File: config.mk
export PLATFORM = sky130hd
export DESIGN_NAME = uart_bridge
export DESIGN_NICKNAME = d
export VERILOG_FILES = /design/src/rtl/ub_pkg.sv /design/src/rtl/ub_pin_sync.sv /design/src/rtl/ub_txq.sv /design/src/rtl/ub_uart_tx.sv /design/src/rtl/uart_bridge.sv
export SDC_FILE = /design/constraint.sdc
export NUM_CORES = 1
export LEC_CHECK = 0
export BUFFER_PORTS_ARGS = -buffer_cell sky130_fd_sc_hd__buf_4
export CAP_MARGIN = 20
export CORE_ASPECT_RATIO = 0.5
export CORE_UTILIZATION = 65
export CTS_CLUSTER_SIZE = 24
export DETAILED_ROUTE_END_ITERATION = 10
export PLACE_DENSITY = 0.87
export SETUP_SLACK_MARGIN = 0.4
export SLEW_MARGIN = 10
export SYNTH_ARGS = -nofsm -noshare
export SYNTH_HDL_FRONTEND = slang
export SYNTH_SLANG_ARGS = --single-unit
File: constraint.sdc
create_clock -name clk -period 8.6 [get_ports clk]
set_input_delay 1.29 -clock clk [delete_from_list [all_inputs] [get_ports clk]]
set_output_delay 1.29 -clock clk [all_outputs]
set_load 0.01 [all_outputs]
File: src/rtl/ub_pkg.sv
package ub_pkg;
  localparam int CMD_BITS = 32;
  localparam int ID_LEAD_BITS = 16;
  localparam int BYTE_W = 8;

  localparam logic [CMD_BITS-1:0] CMD_STATUS = 32'h2001_0000;
  localparam logic [CMD_BITS-1:0] CMD_WRITE  = 32'hA001_0000;
  localparam logic [CMD_BITS-1:0] CMD_REV    = 32'h2001_1300;

  typedef enum logic [2:0] {
    ST_CMD,
    ST_STAT,
    ST_WR,
    ST_RESP,
    ST_IGN
  } ub_state_e;
endpackage

File: src/rtl/ub_pin_sync.sv
module ub_pin_sync (
  input  logic clk,
  input  logic rst,
  input  logic sck_i,
  input  logic cs_n_i,
  input  logic mosi_i,
  output logic sck_rise,
  output logic sel,
  output logic mosi_s
);
  logic [2:0] sck_q;
  logic [1:0] cs_q;
  logic [1:0] mosi_q;

  always_ff @(posedge clk) begin
    if (rst) begin
      sck_q  <= '0;
      cs_q   <= '1;
      mosi_q <= '0;
    end else begin
      sck_q  <= {sck_q[1:0], sck_i};
      cs_q   <= {cs_q[0], cs_n_i};
      mosi_q <= {mosi_q[0], mosi_i};
    end
  end

  assign sck_rise = sck_q[1] & ~sck_q[2];
  assign sel      = ~cs_q[1];
  assign mosi_s   = mosi_q[1];
endmodule

File: src/rtl/ub_txq.sv
module ub_txq #(
  parameter int DEPTH = 16,
  parameter int W = 8
) (
  input  logic                       clk,
  input  logic                       rst,
  input  logic                       push,
  input  logic [W-1:0]               wdata,
  input  logic                       pop,
  output logic [W-1:0]               rdata,
  output logic [$clog2(DEPTH+1)-1:0] count,
  output logic                       full,
  output logic                       empty
);
  localparam int AW = (DEPTH > 1) ? $clog2(DEPTH) : 1;
  localparam int CW = $clog2(DEPTH+1);
  localparam logic [AW-1:0] LAST = AW'(DEPTH-1);

  logic [W-1:0]  mem [DEPTH];
  logic [AW-1:0] wp, rp;
  logic          do_push, do_pop;

  assign full    = (count == CW'(DEPTH));
  assign empty   = (count == '0);
  assign do_push = push & ~full;
  assign do_pop  = pop & ~empty;

  always_ff @(posedge clk) begin
    if (do_push) mem[wp] <= wdata;
  end

  always_ff @(posedge clk) begin
    if (do_pop) rdata <= mem[rp];
  end

  always_ff @(posedge clk) begin
    if (rst) begin
      wp    <= '0;
      rp    <= '0;
      count <= '0;
    end else begin
      if (do_push) wp <= (wp == LAST) ? '0 : wp + 1'b1;
      if (do_pop)  rp <= (rp == LAST) ? '0 : rp + 1'b1;
      case ({do_push, do_pop})
        2'b10:   count <= count + 1'b1;
        2'b01:   count <= count - 1'b1;
        default: count <= count;
      endcase
    end
  end

  a_r5_count_bound: assert property (@(posedge clk) disable iff (rst)
    count <= CW'(DEPTH));
  a_r6_full_drop: assert property (@(posedge clk) disable iff (rst)
    (full && push && !pop) |=> $stable(count));
endmodule

File: src/rtl/ub_uart_tx.sv
module ub_uart_tx #(
  parameter int CLKS_PER_BIT = 434,
  parameter int W = 8
) (
  input  logic         clk,
  input  logic         rst,
  input  logic         load,
  input  logic [W-1:0] data,
  output logic         busy,
  output logic         txd
);
  localparam int DW = (CLKS_PER_BIT > 1) ? $clog2(CLKS_PER_BIT) : 1;
  localparam int BW = $clog2(W+2);
  localparam logic [DW-1:0] DIV_LAST = DW'(CLKS_PER_BIT-1);
  localparam logic [BW-1:0] SLOT_LAST = BW'(W+1);

  logic [W:0]    frame;
  logic [DW-1:0] div;
  logic [BW-1:0] slot;

  always_ff @(posedge clk) begin
    if (rst) begin
      frame <= '1;
      div   <= '0;
      slot  <= '0;
      busy  <= 1'b0;
      txd   <= 1'b1;
    end else if (!busy) begin
      txd <= 1'b1;
      if (load) begin
        frame <= {1'b1, data};
        div   <= '0;
        slot  <= '0;
        busy  <= 1'b1;
        txd   <= 1'b0;
      end
    end else if (div == DIV_LAST) begin
      div <= '0;
      if (slot == SLOT_LAST) begin
        busy <= 1'b0;
        txd  <= 1'b1;
      end else begin
        txd   <= frame[0];
        frame <= {1'b1, frame[W:1]};
        slot  <= slot + 1'b1;
      end
    end else begin
      div <= div + 1'b1;
    end
  end

  a_r11_load_when_idle: assert property (@(posedge clk) disable iff (rst)
    load |-> !busy);
  a_r11_idle_line_high: assert property (@(posedge clk) disable iff (rst)
    (!busy && !$past(load)) |-> txd);
endmodule

File: src/rtl/uart_bridge.sv
module uart_bridge #(
  parameter int          FIFO_DEPTH   = 16,
  parameter int          CLKS_PER_BIT = 434,
  parameter logic [31:0] REV_WORD     = 32'h0002_0103,
  parameter logic [31:0] ID_WORD      = 32'h0A05_0000
) (
  input  logic clk,
  input  logic rst,
  input  logic bus_cs_n,
  input  logic bus_sck,
  input  logic bus_mosi,
  output logic bus_miso,
  output logic uart_txd
);
  import ub_pkg::*;

  localparam int CW  = $clog2(FIFO_DEPTH+1);
  localparam int BCW = $clog2(CMD_BITS);
  localparam logic [BCW-1:0] CMD_LAST  = BCW'(CMD_BITS-1);
  localparam logic [BCW-1:0] ID_LAST   = BCW'(ID_LEAD_BITS-1);
  localparam logic [BCW-1:0] BYTE_LAST = BCW'(BYTE_W-1);

  logic                sck_rise, sel, mosi_s;
  ub_state_e           state;
  logic [BCW-1:0]      bit_cnt;
  logic [CMD_BITS-1:0] in_sr, in_next, resp_sr;
  logic                push, clr_ovf, ovf;
  logic [BYTE_W-1:0]   push_data, q_rdata;
  logic [CW-1:0]       q_count;
  logic                q_full, q_empty;
  logic                pop, pend, tx_busy;
  logic [BYTE_W-1:0]   status_byte;

  ub_pin_sync u_sync (
    .clk(clk), .rst(rst), .sck_i(bus_sck), .cs_n_i(bus_cs_n), .mosi_i(bus_mosi),
    .sck_rise(sck_rise), .sel(sel), .mosi_s(mosi_s)
  );

  assign in_next     = {in_sr[CMD_BITS-2:0], mosi_s};
  assign status_byte = {ovf, 7'(q_count)};

  always_ff @(posedge clk) begin
    if (rst) begin
      state     <= ST_CMD;
      bit_cnt   <= '0;
      in_sr     <= '0;
      resp_sr   <= '0;
      push      <= 1'b0;
      push_data <= '0;
      clr_ovf   <= 1'b0;
    end else begin
      push    <= 1'b0;
      clr_ovf <= 1'b0;
      if (!sel) begin
        state   <= ST_CMD;
        bit_cnt <= '0;
        in_sr   <= '0;
        resp_sr <= '0;
      end else if (sck_rise) begin
        unique case (state)
          ST_CMD: begin
            in_sr   <= in_next;
            bit_cnt <= bit_cnt + 1'b1;
            if (bit_cnt == ID_LAST && in_next[ID_LEAD_BITS-1:0] == '0) begin
              state   <= ST_RESP;
              resp_sr <= ID_WORD;
              bit_cnt <= '0;
            end else if (bit_cnt == CMD_LAST) begin
              bit_cnt <= '0;
              in_sr   <= '0;
              case (in_next)
                CMD_STATUS: begin
                  state   <= ST_STAT;
                  resp_sr <= {status_byte, {(CMD_BITS-BYTE_W){1'b0}}};
                end
                CMD_WRITE: state <= ST_WR;
                CMD_REV: begin
                  state   <= ST_RESP;
                  resp_sr <= REV_WORD;
                end
                default: state <= ST_IGN;
              endcase
            end
          end
          ST_STAT: begin
            resp_sr <= {resp_sr[CMD_BITS-2:0], 1'b0};
            bit_cnt <= bit_cnt + 1'b1;
            if (bit_cnt == BYTE_LAST) begin
              state   <= ST_IGN;
              clr_ovf <= 1'b1;
            end
          end
          ST_WR: begin
            in_sr <= in_next;
            if (bit_cnt == BYTE_LAST) begin
              bit_cnt   <= '0;
              push      <= 1'b1;
              push_data <= in_next[BYTE_W-1:0];
            end else begin
              bit_cnt <= bit_cnt + 1'b1;
            end
          end
          ST_RESP: resp_sr <= {resp_sr[CMD_BITS-2:0], 1'b0};
          ST_IGN:  resp_sr <= '0;
        endcase
      end
    end
  end

  assign bus_miso = resp_sr[CMD_BITS-1];

  always_ff @(posedge clk) begin
    if (rst)                 ovf <= 1'b0;
    else if (push && q_full) ovf <= 1'b1;
    else if (clr_ovf)        ovf <= 1'b0;
  end

  ub_txq #(.DEPTH(FIFO_DEPTH), .W(BYTE_W)) u_txq (
    .clk(clk), .rst(rst), .push(push), .wdata(push_data), .pop(pop),
    .rdata(q_rdata), .count(q_count), .full(q_full), .empty(q_empty)
  );

  assign pop = ~tx_busy & ~pend & ~q_empty;

  always_ff @(posedge clk) begin
    if (rst) pend <= 1'b0;
    else     pend <= pop;
  end

  ub_uart_tx #(.CLKS_PER_BIT(CLKS_PER_BIT), .W(BYTE_W)) u_tx (
    .clk(clk), .rst(rst), .load(pend), .data(q_rdata), .busy(tx_busy), .txd(uart_txd)
  );

  a_r6_flag_cause: assert property (@(posedge clk) disable iff (rst)
    $rose(ovf) |-> $past(push && q_full));
  a_r10_release_quiet: assert property (@(posedge clk) disable iff (rst)
    !sel |=> !bus_miso);
  a_r9_unknown_no_push: assert property (@(posedge clk) disable iff (rst)
    (state == ST_IGN) |=> !push);
endmodule

==> reports/results.ini, run 1 <==
[floorplan]
start_util_pct=67.41
fp.coreArea_um2=15620
dieArea_um2=16740
die_h_um=91.99
ioPinCount=7
num_rows=32
die_w_um=182.0

[yosys]
synth.distinct_cells=61
ys.flop_type=edfxtp_1
async_flop_share_pct=0
synth_xor_xnor_area_share_pct=1.082
synthSimpleGateAreaFrac_pct=12.36
synthCells=807
yosysSeqAreaShare_pct=62.76
synth_top_family_by_area=simple AND/OR/NAND/NOR gates
synth_compound_area_share_pct=9.034
syn_avg_cell_area_um2=13.04
synth_edf_count=136
syn_area_um2=10530
synthAdderAreaFrac_pct=1.902
synth-seq-cells=262
yosysWarnings=0
synth_mux_area_share_pct=10.27
synth_nets=828

[sta]
finalSetupTns_ns=0
hold_ws_ns=0.4124
rsz0062_at_grt=false
max-slew-margin-rel_pct=36.71
max_freq_ghz=0.2952
skew_ns=0.01941
hold_viol=0
post-route-period-util_pct=39.39
period_needed_ns=3.388
setup_viol=0
tightest_slew_ns=0.9475
slew_violations=0

[final_layout]
seqCellArea_um2=6608
multi_input_area_um2=3661
fill_cells=954
layout.nets=815
drive_gt1_share_pct=12.61
syn2layout_area_growth_pct=8.213

[global_routing]
grt_usage_pct=26.56
grt_pass1_wl_um=34110
grt_max_degree=55
antenna_found_initial=1
first_global_vias=6214
grt_overflow=0

[detailed_routing]
drtPass1Iterations=5
drt-wirelength-per-cell_um=21.29
drt_drc_violations_left=0
drt.antenna.violating_nets=0
via_per_inst=6.489
drt_wl_total_um=21590
drtIter0Drc=635
via_count=6580

[cts]
root_buffer=clkbuf_16
cts_resized=0
cts_tree=built
cts_buffers=22
htree_levels=1
clockBufferDepth=3
cts.sinks=262
cts_hold_buf=0
clk_pin_slew_ns=0.07
cts_setup_buffers=0
clk_latency_ns=0.52

[power_and_ir_drop]
p_per_area_nw_per_um2=244.7
p_switching_uw=702.8
ir_worst_vdd_v=0.0001417
switching_share_pct=25.22
pwr-share-comb_pct=13.6
p_seq_share_pct=50.7
leakage_uw=0.003950
internal_power_uw=2084
clkPwrFrac_pct=35.7

[worst_setup_path]
crit_required_ns=8.97
worstPathArrival_ns=3.76
crit_path_end_kind=flop
rr_worst_depth=12
cp_max_fo=13
rrSetupSlack_ns=5.21
critical_path_class=flop to flop
worstSetupStartpointType=flop

[worst_hold_path]
hold_class=flop to flop
hold_depth=1

[place]
gp_congestion=0.8835
port_buffers=6
hpwlAfterDp_um=12810

[status]
status=finished clean

[job]
max-cap-violations=0

## final cells by class
class / count / share of cell area (%)
clock buffers: 30 / 5.272
clock inverters: 9 / 1.011
flip-flops and latches: 262 / 58.01
well taps: 204 / 2.241
multi-input cells: 484 / 32.14
repair buffers: 13 / 0.9446
diodes: 1 / 0.02197
inverters: 11 / 0.3625
## worst max-delay path, cell delays in order (launching register included)
cell and delay, ns:
dfxtp_1 0.40, or4_1 0.55, o21ai_1 0.30, inv_1 0.31, ha_1 0.41, xor2_1 0.18
ha_1 0.23, inv_1 0.07, o21ai_0 0.07, a21o_1 0.19, a221oi_1 0.33, xnor2_1 0.16
nor2_1 0.05
## worst paths after layout
check	from	end
setup / recovery	u_txq.count[1]$_SDFFE_PP0P_	u_txq.count[4]$_SDFFE_PP0P_
hold / removal	u_sync.cs_q[0]$_SDFF_PP1_	u_sync.cs_q[1]$_SDFF_PP1_
setup reg to reg	u_txq.count[1]$_SDFFE_PP0P_	u_txq.count[4]$_SDFFE_PP0P_
hold reg to reg	u_sync.cs_q[0]$_SDFF_PP1_	u_sync.cs_q[1]$_SDFF_PP1_
## metal layers
| metal | wire length, um | track usage, % |
|---|---|---|
| met1 | 9169 | 37.66 |
| met2 | 10140 | 41.22 |
| met3 | 1529 | 5.203 |
| met4 | 747 | 10.01 |
| met5 | 0 | 0 |
## per-stage QoR
step                std cells  util [%]  total power [uW]  cell area (um^2)  setup WS [ns]
global route             1013     72.93              2887             11390          4.976
CTS                      1010     72.71              2795             11350          5.239
finish                   1014     72.95              2787             11390          5.212
floorplan                 807         -              1724             10530          5.441
global placement          970     68.03              1785             10620          5.269
detailed placement        971     68.13              1803             10640          5.200
## power by group through the flow
stage / clock network, uW / logic [uW] / registers (uW)
finish: 996 / 379 / 1410
global route: 1060 / 414 / 1420
CTS: 1010 / 378 / 1410
detailed placement: 0 / 366 / 1440
global placement: 0 / 351 / 1430
floorplan: 0 / 312 / 1410
## sequential cells by signal (all words and copies together), names as in the netlist, 5 cells and up
register / count
u_txq.mem: 128
u_txq.rdata: 8
push_data: 8
resp_sr: 32
u_tx.div: 9
u_txq.count: 5
u_tx.frame: 8
bit_cnt: 5
in_sr: 31
## cell usage after synthesis, types with 3 or more instances
cell type | number | area share (%)
nor4b_1 | 3 | 0.25
o21ai_1 | 8 | 0.38
a221oi_1 | 3 | 0.25
and3_1 | 6 | 0.36
mux4_2 | 40 | 8.6
buf_6 | 4 | 0.43
clkbuf_1 | 36 | 1.3
edfxtp_1 | 136 | 39
a32oi_1 | 5 | 0.42
buf_2 | 8 | 0.38
or2_2 | 6 | 0.36
a21o_1 | 3 | 0.21
and2_1 | 3 | 0.18
nor3b_1 | 6 | 0.43
nand2b_1 | 8 | 0.48
mux2i_1 | 18 | 1.7
nor4_1 | 6 | 0.36
nand4_1 | 6 | 0.36
dfxtp_1 | 126 | 24
a211o_1 | 7 | 0.58
nor2_1 | 75 | 2.7
nor3_1 | 19 | 0.90
or4_1 | 3 | 0.21
inv_1 | 11 | 0.39
nand2_1 | 50 | 1.8
ha_1 | 16 | 1.9
o21ai_0 | 18 | 0.86
xnor2_1 | 4 | 0.33
or3_1 | 6 | 0.36
nor2b_1 | 7 | 0.42
nand3_1 | 49 | 2.3
a21oi_1 | 34 | 1.6
a211oi_1 | 5 | 0.36
xor2_1 | 9 | 0.75
a22o_1 | 31 | 2.6
## cells by family after synthesis
logic type | after synthesis
AND/OR/NAND/NOR | 263
flip-flops | 262
AO/OA/AOI/OAI | 134
buffers and inverters | 61
multiplexers | 58
adder cells (fa/ha/maj) | 16
XOR/XNOR | 13
## placed cells by master (no fill, tap or decap), types with 22 or more instances in the layout
| cell | instances |
|---|---|
| clkbuf_16 | 22 |
| nor2_1 | 75 |
| a21oi_1 | 33 |
| nand3_1 | 49 |
| a22o_1 | 31 |
| mux4_2 | 40 |
| nand2_1 | 50 |
| dfxtp_1 | 125 |
| edfxtp_1 | 136 |
(Power assumes the default switching activity.)
==> run 2, diff against run 1 <==
CORE_UTILIZATION = 63   (was 65)
PLACE_DENSITY = 0.85   (was 0.87)
clock period = 3.2 ns   (was 8.6 ns; I/O delays follow)
==> reports/results.ini, run 2 (same netlist as run 1, synthesis figures left out) <==
[status]
status=finished clean  ; unchanged

[cts]
cts_hold_buf=0  ; unchanged
clk_latency_ns=0.51  ; was 0.52 ns
clockBufferDepth=3  ; unchanged
cts_buffers=22  ; unchanged
htree_levels=1  ; unchanged
cts_tree=built  ; unchanged
root_buffer=clkbuf_16  ; unchanged
cts.sinks=262  ; unchanged
clk_pin_slew_ns=0.08  ; was 0.07 ns

[floorplan]
die_h_um=93.40  ; was 91.99 um
dieArea_um2=17260  ; was 16740 um^2
fp.coreArea_um2=15860  ; was 15620 um^2
start_util_pct=66.39  ; was 67.41%
die_w_um=184.8  ; was 182.0 um
ioPinCount=7  ; unchanged
num_rows=32  ; unchanged

[detailed_routing]
wl_met2_um=12180  ; was 10140 um
drt.antenna.violating_nets=0  ; unchanged
drt_drc_violations_left=0  ; unchanged
drt-wirelength-per-cell_um=24.53  ; was 21.29 um
via_per_inst=6.866  ; was 6.489
wl_met1_um=9627  ; was 9169 um
top_layer_used=met4  ; unchanged
drt_wl_total_um=25640  ; was 21590 um
drtIter0Drc=1065  ; was 635
drtPass1Iterations=6  ; was 5
via_count=7175  ; was 6580
wl_met3_um=2565  ; was 1529 um

[final_layout]
diodes=0  ; was 1
syn2layout_area_growth_pct=10.54  ; was 8.213%
layout.nets=829  ; was 815
post-route-util_pct=73.39  ; was 72.95%
drive_gt1_share_pct=15.66  ; was 12.61%
final_cell_mix=edfxtp_1 (136), dfxtp_1 (122), nor2_1 (75)  ; was edfxtp_1 (136), dfxtp_1 (125), nor2_1 (75)
mostFrequentLayoutCell=edfxtp_1  ; unchanged
largest_reg_flops=128  ; unchanged
top_register=u_txq.mem  ; unchanged
top_regs=u_txq.mem: 128 flops, resp_sr: 32 flops, in_sr: 31 flops  ; unchanged

[sta]
period_needed_ns=2.857  ; was 3.388 ns
rsz0062_at_grt=false  ; unchanged
post-route-period-util_pct=89.27  ; was 39.39%
slew_violations=0  ; unchanged
hold_ws_ns=0.1511  ; was 0.4124 ns
setup_viol=0  ; unchanged
hold_viol=0  ; unchanged
finalSetupTns_ns=0  ; unchanged
tightest_slew_ns=0.8479  ; was 0.9475 ns
skew_ns=0.01557  ; was 0.01941 ns
max-slew-margin-rel_pct=43.26  ; was 36.71%
max_freq_ghz=0.3501  ; was 0.2952 GHz

[worst_setup_path]
critical_path_class=flop to flop  ; unchanged
crit_chain=or4_4 -> o21ai_4 -> inv_6 -> ha_4 -> xor2_1 -> ha_2 -> inv_1 -> o21ai_0 -> a21o_1 -> a221oi_2 -> xnor2_1 -> nor2_1  ; was or4_1 -> o21ai_1 -> inv_1 -> ha_1 -> xor2_1 -> ha_1 -> inv_1 -> o21ai_0 -> a21o_1 -> a221oi_1 -> xnor2_1 -> nor2_1
worstPathArrival_ns=3.22  ; was 3.76 ns
crit_path_top_delay_cell=or4_4  ; was or4_1
worst-path-buf-inv=2  ; unchanged
crit_required_ns=3.56  ; was 8.97 ns
crit_path_max_incr_delay_ns=0.57  ; was 0.55 ns
crit_family=compound AO/OA/AOI/OAI gates  ; unchanged
worstSetupStartpointType=flop  ; unchanged
crit_path_end_kind=flop  ; unchanged
cp_max_fo=5  ; was 13

[worst_hold_path]
hold_class=input port to flop  ; was flop to flop

[global_routing]
antenna_found_initial=0  ; was 1
grt_usage_pct=29.90  ; was 26.56%
grt_max_degree=53  ; was 55
grt_overflow=0  ; unchanged
grt_pass1_wl_um=38470  ; was 34110 um
first_global_vias=6717  ; was 6214

[power_and_ir_drop]
p_per_area_nw_per_um2=695.8  ; was 244.7 nW/um^2
pwr-share-comb_pct=17.2  ; was 13.6%
p_switching_uw=2155  ; was 702.8 uW
switching_share_pct=26.62  ; was 25.22%
p_seq_share_pct=47.4  ; was 50.7%
clkPwrFrac_pct=35.4  ; was 35.7%
leakage_uw=0.004041  ; was 0.003950 uW
internal_power_uw=5941  ; was 2084 uW
ir_worst_vdd_v=0.0004033  ; was 0.0001417 V

[place]
hpwlAfterDp_um=14070  ; was 12810 um
port_buffers=6  ; unchanged
gp_congestion=0.8841  ; was 0.8835

[job]
max-cap-violations=0  ; unchanged

==> run 2: what timing repair did <==
item,4_1_cts,5_1_grt
pin swaps,3,4
buffers inserted,2,4
endpoints found under the setup margin,2,1
resized for setup,7,5
==> run 2: power by group through the flow <==
stage / sequential (uW) / clock, uW / combinational, uW
detailed placement: 3870 / 0 / 1110
CTS: 3810 / 2840 / 1240
finish: 3840 / 2860 / 1400
floorplan: 3800 / 0 / 927
global placement: 3850 / 0 / 1050
global route: 3840 / 2990 / 1460
==> run 2: path summary, 6_finish.rpt <==
check | endpoint | start | depth (start not counted) | slack [ns]
max reg2reg | u_txq.count[4]$_SDFFE_PP0P_ | u_txq.count[0]$_SDFFE_PP0P_ | 12 | 0.34
min reg2reg | u_sync.cs_q[1]$_SDFF_PP1_ | u_sync.cs_q[0]$_SDFF_PP1_ | 1 | 0.41
max | u_txq.count[4]$_SDFFE_PP0P_ | u_txq.count[0]$_SDFFE_PP0P_ | 12 | 0.34
min | u_sync.cs_q[0]$_SDFF_PP1_ | bus_cs_n | 2 | 0.15
==> run 2: stage by stage <==
step                instance area, um^2  total power (uW)  cells  setup slack (ns)
floorplan                         10570              4722    807            0.4108
global placement                  10780              4906    999            0.4643
detailed placement                10780              4987    999            0.2901
CTS                               11580              7894   1041            0.4133
global route                      11640              8300   1045            0.2774
finish                            11640              8096   1045            0.3434
==> run 2: layout make-up <==
| class | count | area (um^2) |
|---|---|---|
| well taps | 221 | 276.5 |
| fillers | 906 | 4219 |
| inverters | 11 | 46.29 |
| multi-input cells | 484 | 3716 |
| flip-flops and latches | 262 | 6616 |
| repair buffers | 27 | 215.2 |
| clock inverters | 9 | 120.1 |
| clock buffers | 31 | 645.6 |
==> run 2: routing by layer <==
layer	vias up	global-route usage [%]
li1	3051	-
met1	3499	40.12
met2	513	49.00
met3	112	5.919
met4	0	10.67
met5	-	0
